File: config.mk
export PLATFORM = sky130hd
export DESIGN_NAME = recovery_supervisor
export DESIGN_NICKNAME = d
export VERILOG_FILES = /design/src/rtl/recov_sup_pkg.sv /design/src/rtl/backoff_gen.sv /design/src/rtl/wdog_escalator.sv /design/src/rtl/recovery_supervisor.sv
export SDC_FILE = /design/constraint.sdc
export NUM_CORES = 1
export LEC_CHECK = 0
export ABC_AREA = 1
export BUFFER_PORTS_ARGS = -buffer_cell sky130_fd_sc_hd__buf_2
export CORE_MARGIN = 3
export CORE_UTILIZATION = 51
export DETAILED_ROUTE_END_ITERATION = 10
export GPL_TIMING_DRIVEN = 0
export PLACE_DENSITY = 0.72
export SETUP_SLACK_MARGIN = 0.02
export SLEW_MARGIN = 20
export SYNTH_ARGS = -nofsm -noshare
export SYNTH_HDL_FRONTEND = slang
export SYNTH_HIERARCHICAL = 1
export SYNTH_SLANG_ARGS = --single-unit
export TNS_END_PERCENT = 5
File: constraint.sdc
create_clock -name clk_i -period 2.1 [get_ports clk_i]
set_input_delay 0.315 -clock clk_i [delete_from_list [all_inputs] [get_ports clk_i]]
set_output_delay 0.315 -clock clk_i [all_outputs]
set_load 0.05 [all_outputs]
File: src/rtl/recov_sup_pkg.sv
package recov_sup_pkg;
  typedef enum logic [1:0] {
    BO_IDLE  = 2'd0,
    BO_HOLD  = 2'd1,
    BO_RETRY = 2'd2,
    BO_LOCK  = 2'd3
  } bo_state_e;
endpackage

File: src/rtl/backoff_gen.sv
module backoff_gen
  import recov_sup_pkg::*;
#(
  parameter int unsigned CNT_W = 8
) (
  input  logic             clk_i,
  input  logic             rst_ni,
  input  logic             parity_i,
  input  logic             retry_done_i,
  input  logic             freeze_i,
  input  logic [CNT_W-1:0] len_i,
  output logic             backoff_o,
  output logic             reexec_o
);
  localparam logic [CNT_W-1:0] ONE = CNT_W'(1);

  bo_state_e        state_q;
  logic [CNT_W-1:0] cnt_q;
  logic             par_eff;
  logic [CNT_W-1:0] len_eff;

  // halted processor: parity no longer acted on
  assign par_eff = parity_i & ~freeze_i;
  assign len_eff = (len_i == '0) ? ONE : len_i;

  always_ff @(posedge clk_i or negedge rst_ni) begin
    if (!rst_ni) begin
      state_q <= BO_IDLE;
      cnt_q   <= '0;
    end else begin
      unique case (state_q)
        BO_IDLE: if (par_eff) begin
          state_q <= BO_HOLD;
          cnt_q   <= len_eff;
        end
        BO_HOLD: begin
          if (cnt_q <= ONE) state_q <= BO_RETRY;
          else              cnt_q   <= cnt_q - ONE;
        end
        BO_RETRY: begin
          if (par_eff)           state_q <= BO_LOCK;
          else if (retry_done_i) state_q <= BO_IDLE;
        end
        default: state_q <= BO_LOCK;
      endcase
    end
  end

  assign backoff_o = (state_q == BO_HOLD) || (state_q == BO_LOCK);
  assign reexec_o  = (state_q == BO_RETRY);
endmodule

File: src/rtl/wdog_escalator.sv
module wdog_escalator #(
  parameter int unsigned CNT_W = 16
) (
  input  logic             clk_i,
  input  logic             rst_ni,
  input  logic             kick_i,
  input  logic [CNT_W-1:0] limit_i,
  output logic             irq_o,
  output logic             halt_o
);
  localparam logic [CNT_W-1:0] ONE = CNT_W'(1);

  logic [CNT_W-1:0] cnt_q;
  logic [CNT_W-1:0] lim_eff;
  logic             strike_q, irq_q, halt_q;

  assign lim_eff = (limit_i == '0) ? ONE : limit_i;

  always_ff @(posedge clk_i or negedge rst_ni) begin
    if (!rst_ni) begin
      cnt_q    <= '0;
      strike_q <= 1'b0;
      irq_q    <= 1'b0;
      halt_q   <= 1'b0;
    end else if (halt_q) begin
      irq_q <= 1'b0;
    end else if (kick_i) begin
      cnt_q    <= '0;
      strike_q <= 1'b0;
      irq_q    <= 1'b0;
    end else if (cnt_q >= lim_eff - ONE) begin
      // overflow: first one rolls back, a repeat escalates
      cnt_q    <= '0;
      irq_q    <= ~strike_q;
      halt_q   <= strike_q;
      strike_q <= 1'b1;
    end else begin
      cnt_q <= cnt_q + ONE;
      irq_q <= 1'b0;
    end
  end

  assign irq_o  = irq_q;
  assign halt_o = halt_q;
endmodule

File: src/rtl/recovery_supervisor.sv
module recovery_supervisor #(
  parameter int unsigned BO_W = 8,
  parameter int unsigned WD_W = 16
) (
  input  logic            clk_i,
  input  logic            rst_ni,
  input  logic            parity_err_i,
  input  logic            wd_kick_i,
  input  logic            retry_done_i,
  input  logic [BO_W-1:0] backoff_len_i,
  input  logic [WD_W-1:0] wd_limit_i,
  output logic            backoff_o,
  output logic            reexec_o,
  output logic            ckpt_irq_o,
  output logic            halt_o,
  output logic            spare_start_o
);
  logic halted;

  backoff_gen #(.CNT_W(BO_W)) u_backoff (
    .clk_i        (clk_i),
    .rst_ni       (rst_ni),
    .parity_i     (parity_err_i),
    .retry_done_i (retry_done_i),
    .freeze_i     (halted),
    .len_i        (backoff_len_i),
    .backoff_o    (backoff_o),
    .reexec_o     (reexec_o)
  );

  wdog_escalator #(.CNT_W(WD_W)) u_wdog (
    .clk_i   (clk_i),
    .rst_ni  (rst_ni),
    .kick_i  (wd_kick_i),
    .limit_i (wd_limit_i),
    .irq_o   (ckpt_irq_o),
    .halt_o  (halted)
  );

  assign halt_o        = halted;
  assign spare_start_o = halted;
endmodule

Word level (Yosys, flattened, before mapping)
Cells that the tools add are included.
Storage, ports and cells
  register bits after elaboration: 29
  bits in latches: 0
  memory bits (writable): 0
  memory bits (read-only): 0
  input bits: 29
  output and inout bits: 5
  logic and storage cells: 50
  memories kept: 0
Operators by class
  add/sub/neg operators: 3
  multipliers: 0
  divide/modulo/power cells: 0
  magnitude comparators: 2
  equal/unequal tests: 7
  shifts and indexed selects: 0
  mux-type cells: 20
  bitwise operators: 3
  reduce and logical (&&, ||, !) cells: 9
Operators with widths (number)
  $mux W16: 3
  $mux W8: 3
  $add A16 B1 Y16 const B: 1
  $ge A16 B16 Y1: 1
  $logic_not A16 Y1: 1
  $pmux W8 S2: 1
  $sub A16 B1 Y16 const B: 1
  $le A8 B1 Y1 const B: 1
  $logic_not A8 Y1: 1
  $mux W1: 8
  $mux W2: 4
  $sub A8 B1 Y8 const B: 1
  $pmux W2 S3: 1
  $reduce_and A3 Y1: 2
  $eq A2 B2 Y1 const B: 2
  $ne A2 B1 Y1 const B: 2
  $reduce_bool A2 Y1: 2
  $ne A3 B2 Y1 const B: 1
  $eq A2 B1 Y1 const B: 1
  $logic_not A2 Y1: 1
  $ne A2 B2 Y1 const B: 1
  $not A1 Y1: 2
  $reduce_and A2 Y1: 1
  $and A1 B1 Y1: 1
  $logic_or A1 B1 Y1: 1

Longest topological paths before layout
  depth in word-level cells: 7
  mapped depth: 22
  gate-level depth less buffers: 21

Modules after synthesis
The synthesis kept the hierarchy.
By module, submodules not included
  wdog_escalator: times used 1, cells each 247, area each 1770.4 um^2, seq. area each 475.5 um^2
  backoff_gen: times used 1, cells each 114, area each 784.5 um^2, seq. area each 250.2 um^2
  recovery_supervisor: times used 1, cells each 1, area each 7.5 um^2, seq. area each 0.0 um^2

Least setup slack after synthesis
Ideal clock, no wire load.
  path type: input to register
  from: in wd_limit_i[4]
  to: reg u_wdog.cnt_q[13]
  library setup time: 0.120 ns
  arrival time: 2.602 ns
  required time: 1.980 ns
  setup slack: -0.622 ns
  stages: 20
  buffers on the path: 1
  path through: or2_0 nor2_2 nand4_2 nand2_1 inv_1 ha_1 nand2_2 nor2_4 nand4_1 xnor2_1 inv_1 ha_1 nand4_1 a21oi_1 nor2_1 nand3_1 nand2_1 inv_2 buf_4 nor2_1
On the way
  word-level cells in the longest chain between the ends: 6
Ends and longest elaborated chain
  from (decl): line recovery_supervisor.sv:11  | input logic [WD_W-1:0] wd_limit_i,
  $logic_not A16 Y1: line wdog_escalator.sv:17  | assign lim_eff = (limit_i == '0) ? ONE : limit_i;
  $mux W16 (*): line wdog_escalator.sv:17
  $sub A16 B1 Y16 (*): line wdog_escalator.sv:31  | end else if (cnt_q >= lim_eff - ONE) begin
  $ge A16 B16 Y1 (*): line wdog_escalator.sv:31
  $mux W16 (*): line wdog_escalator.sv:31
  $mux W16 (*): line wdog_escalator.sv:27  | end else if (kick_i) begin
  to (signal assigned): line wdog_escalator.sv:38  | cnt_q <= cnt_q + ONE;
  to (decl): line wdog_escalator.sv:13  | logic [CNT_W-1:0] cnt_q;
Every way passes the cells marked *; elsewhere a longest branch is shown, timed or not.
A chain may end at the register's enable or synchronous reset.

Worst setup path after layout
  from: in wd_limit_i[10]
  to: reg u_wdog.cnt_q[13]
Same word-level chain as after synthesis.

==> results.yml <==
logic_synthesis:
  synth_common_cells: "nand2_1 (89), nor2_1 (50), inv_1 (47), dfrtp_1 (29), nand3_1 (22)"
  syn-num-nets: 411
  syn_avg_cell_area_sq_um: 7.08
  synth.area.mux_share: 0
  synth_compound_area_frac: 0.0596
  synth-edff-count: 0
  synth_seq_area_share: 0.283
  synth_top_flop_cell: "dfrtp_1"
  synth.most_common_cell: "nand2_1"
  ys_types: 36
  synth_top_family_by_area: "simple AND/OR/NAND/NOR gates"
  ys_async_sr_fraction: 1.00
  synth_top_area_cell: "dfrtp_1"
  synthTopCellsByArea: "dfrtp_1 (28%), nand2_1 (13%), ha_1 (9.8%)"
  yosys_warnings: 6
  synth.cell_area_sq_um: 2560
  synth_top_area_frac: 0.283
  yosys.area_share.simple: 0.403
  synth_seq_cells: 29
  synth_xor_area_frac: 0.0615
  synthAdderAreaFrac: 0.0977
  syn_inst: 362
critical_path:
  path_cells: "buf_2 -> nor2_1 -> nand4_4 -> nand2_2 -> inv_2 -> ha_4 -> nand2_4 -> nor2_4 -> nand4_1 -> xnor2_1 -> inv_1 -> ha_4 -> nand4_1 -> nor2_2 -> nand2_2 -> nand3_2 -> nand2_2 -> inv_4 -> buf_6 -> nor2_1"
  worst_r2r_path_depth: 11
  path_max_fanout: 5
  crit_start: "wd_limit_i[10]"
  rrSetupSlack_ns: 0.30
  slowest_delay_ns: 0.31
  cp_slowest_cell: "nor2_1"
  worst_setup_path_start_kind: "primary input"
  cp.required_ns: 2.26
  end_kind: "flip-flop"
  worstSetupPathType: "primary input to flip-flop"
  reg2reg_from: "u_wdog/cnt_q[7]"
  crit_top_cell: "nand2_2"
  crit_arrival_ns: 2.72
  crit-reg2reg-capture: "u_wdog/cnt_q[13]"
layout:
  layout.nets: 466
  antenna_cells: 0
  drive_gt1_frac: 0.309
  area_growth_pct: 23.6
  fill_cells: 443
  final_util: 0.662
global_route:
  use_met3: 0.0340
  grt_first_pass_wirelength_microns: 9960
  grt_usage: 0.205
  top_usage_layer: "met2"
  grt_pass1_vias: 2232
  antenna_found_initial: 0
  grt_use_met2: 0.334
  grt_max_degree: 30
  grtUsageMet1: 0.285
  grt-ovfl-total: 0
clock_tree:
  root_buffer: "clkbuf_8"
  tritoncts: "done"
  ctsHoldBuffers: 0
  h-tree-depth: 2
  clk_path_buf_depth: 2
  clkLatencyLatePin_ns: 0.29
  cts.sinks: 29
  cts_buffers: 5
  clk_pin_slew_worst_paths_ns: 0.07
floorplan:
  placementRows: 25
  fp.dieH_microns: 76.9
  initial_core_util: 0.535
  io_pins: 34
  core-area_sq_um: 4790
  die_w_microns: 76.9
  die_area_sq_um: 5910
timing:
  timing.final.ws_setup_ns: -0.456
  tightest_slew_ns: 0.649
  relSlewSlack: 0.567
  rsz0062_at_grt: "true"
  slew_violations: 0
  finalClockSkew_ns: 0.0143
  finalCriticalPeriod_ns: 2.56
  min_period_over_period: 1.22
  setup_viol: 19
  max_freq_mhz: 391
  hold_violations: 0
drt:
  firstDrtPassIters: 4
  vias: 2424
  drt-initial-drc-count: 107
  via_per_inst: 5.01
  routed_wl_microns: 5840
  ant_nets: 0
  route.detailed.drc: 0
  routedWlPerCell_microns: 12.1
status:
  failed_checks: "setup timing"
  status: "complete, but fails checks"
place:
  numPortBuffers: 33
  place_congestion: 0.820
  hpwl_microns: 4120
power:
  vdd_drop_max_uv: 697
  power_density_nw_per_um2: 731
  fin_total_pwr_w: 0.00232
  p_leak_nw: 1.66
flow_run:
  maxCapViolations: 0
min_path:
  min_path_type: "primary input to async pin"
## through the flow
| step | hold slack [ns] | instances | setup slack [ns] | setup TNS, ns | cell area (sq um) |
|---|---|---|---|---|---|
| 6_report | 0.0536 | 484 | -0.456 | -7.77 | 3170 |
| 5_1_grt | 0.108 | 484 | -0.584 | -10.15 | 3170 |
| 4_1_cts | 0.0813 | 482 | -0.413 | -7.08 | 3080 |
| 3_5_place_dp | 0.385 | 462 | -1.10 | -18.81 | 2830 |
| 3_3_place_gp | 0.394 | 462 | -1.05 | -18.26 | 2830 |
| 2_1_floorplan | 0.0194 | 362 | -0.558 | -8.99 | 2580 |
## report_power, final
part / leakage [nW] / internal [W] / switching (W) / total (W)
Sequential: 0.301 / 0.000654 / 0.0000980 / 0.000752
Clock: 0.0443 / 0.000259 / 0.000208 / 0.000467
Combinational: 1.32 / 0.000409 / 0.000688 / 0.00110
## repair_timing
item	in CTS	in global routing
gates resized for setup	20	23
setup endpoints to repair	19	19
pin swaps	17	11
setup buffers	13	2
gates cloned	1	0
## cell usage in the layout (no fill, tap or decap), types with 4 or more instances in the layout
cell type | netlist | layout
nand2_1 | 89 | 82
inv_1 | 47 | 44
nor2_1 | 50 | 42
buf_2 | 0 | 30
dfrtp_1 | 29 | 29
nand3_1 | 22 | 20
ha_1 | 20 | 18
nand2_2 | 11 | 17
buf_4 | 2 | 15
nor2_4 | 7 | 11
xor2_1 | 12 | 11
nand4_1 | 10 | 10
o21ai_0 | 12 | 9
nand3_2 | 6 | 8
inv_2 | 5 | 7
nor2_2 | 3 | 7
clkbuf_8 | 0 | 6
buf_6 | 2 | 6
xnor2_1 | 6 | 5
a21oi_1 | 6 | 5
o21ai_2 | 3 | 4
o21ai_1 | 2 | 4
## worst max-delay path: cells and delay by family
family	cells	cell delay (ns)
buf+inv	5	0.46
simple gates	12	1.38
fa+ha+maj	2	0.44
xor+xnor	1	0.12
## flip-flops by register name (all words and copies together), names as in the netlist
signal	flops
u_backoff/cnt_q	8
u_backoff/state_q	2
u_wdog/cnt_q	16
u_wdog/halt_o	1
u_wdog/irq_o	1
u_wdog/strike_q	1
## logic make-up after synthesis
family	count (synthesis)
AND/OR/NAND/NOR	211
AO/OA/AOI/OAI	26
XOR/XNOR	18
buffers and inverters	58
adder cells (fa/ha/maj)	20
flip-flops	29
## per-layer routing
layer	vias up	routed length [microns]	part of all wire
li1	1256	-	-
met2	41	2760	0.47
met4	0	57	0.0098
met5	-	0	0
met1	1120	2820	0.48
met3	7	201	0.034
## worst max path at each step
stage / slack (ns) / end
after global placement: -1.05 / u_wdog/cnt_q[10]
after CTS: -0.41 / u_wdog/cnt_q[13]
after floorplan: -0.56 / u_wdog/cnt_q[13]
final: -0.46 / u_wdog/cnt_q[13]
after global routing: -0.58 / u_wdog/cnt_q[13]
after detailed placement: -1.10 / u_wdog/cnt_q[14]
## area by class of cell
type	instances	area [sq um]	share of cell area
clock buffers	7	86.3	0.0273
flip-flops and latches	29	726	0.229
multi-input cells	275	1730	0.545
inverters	53	204	0.0644
repair buffers	48	297	0.0936
plain buffers	5	45.0	0.0142
well taps	67	83.8	0.0265
No activity file was read; power rests on OpenSTA's default activity.
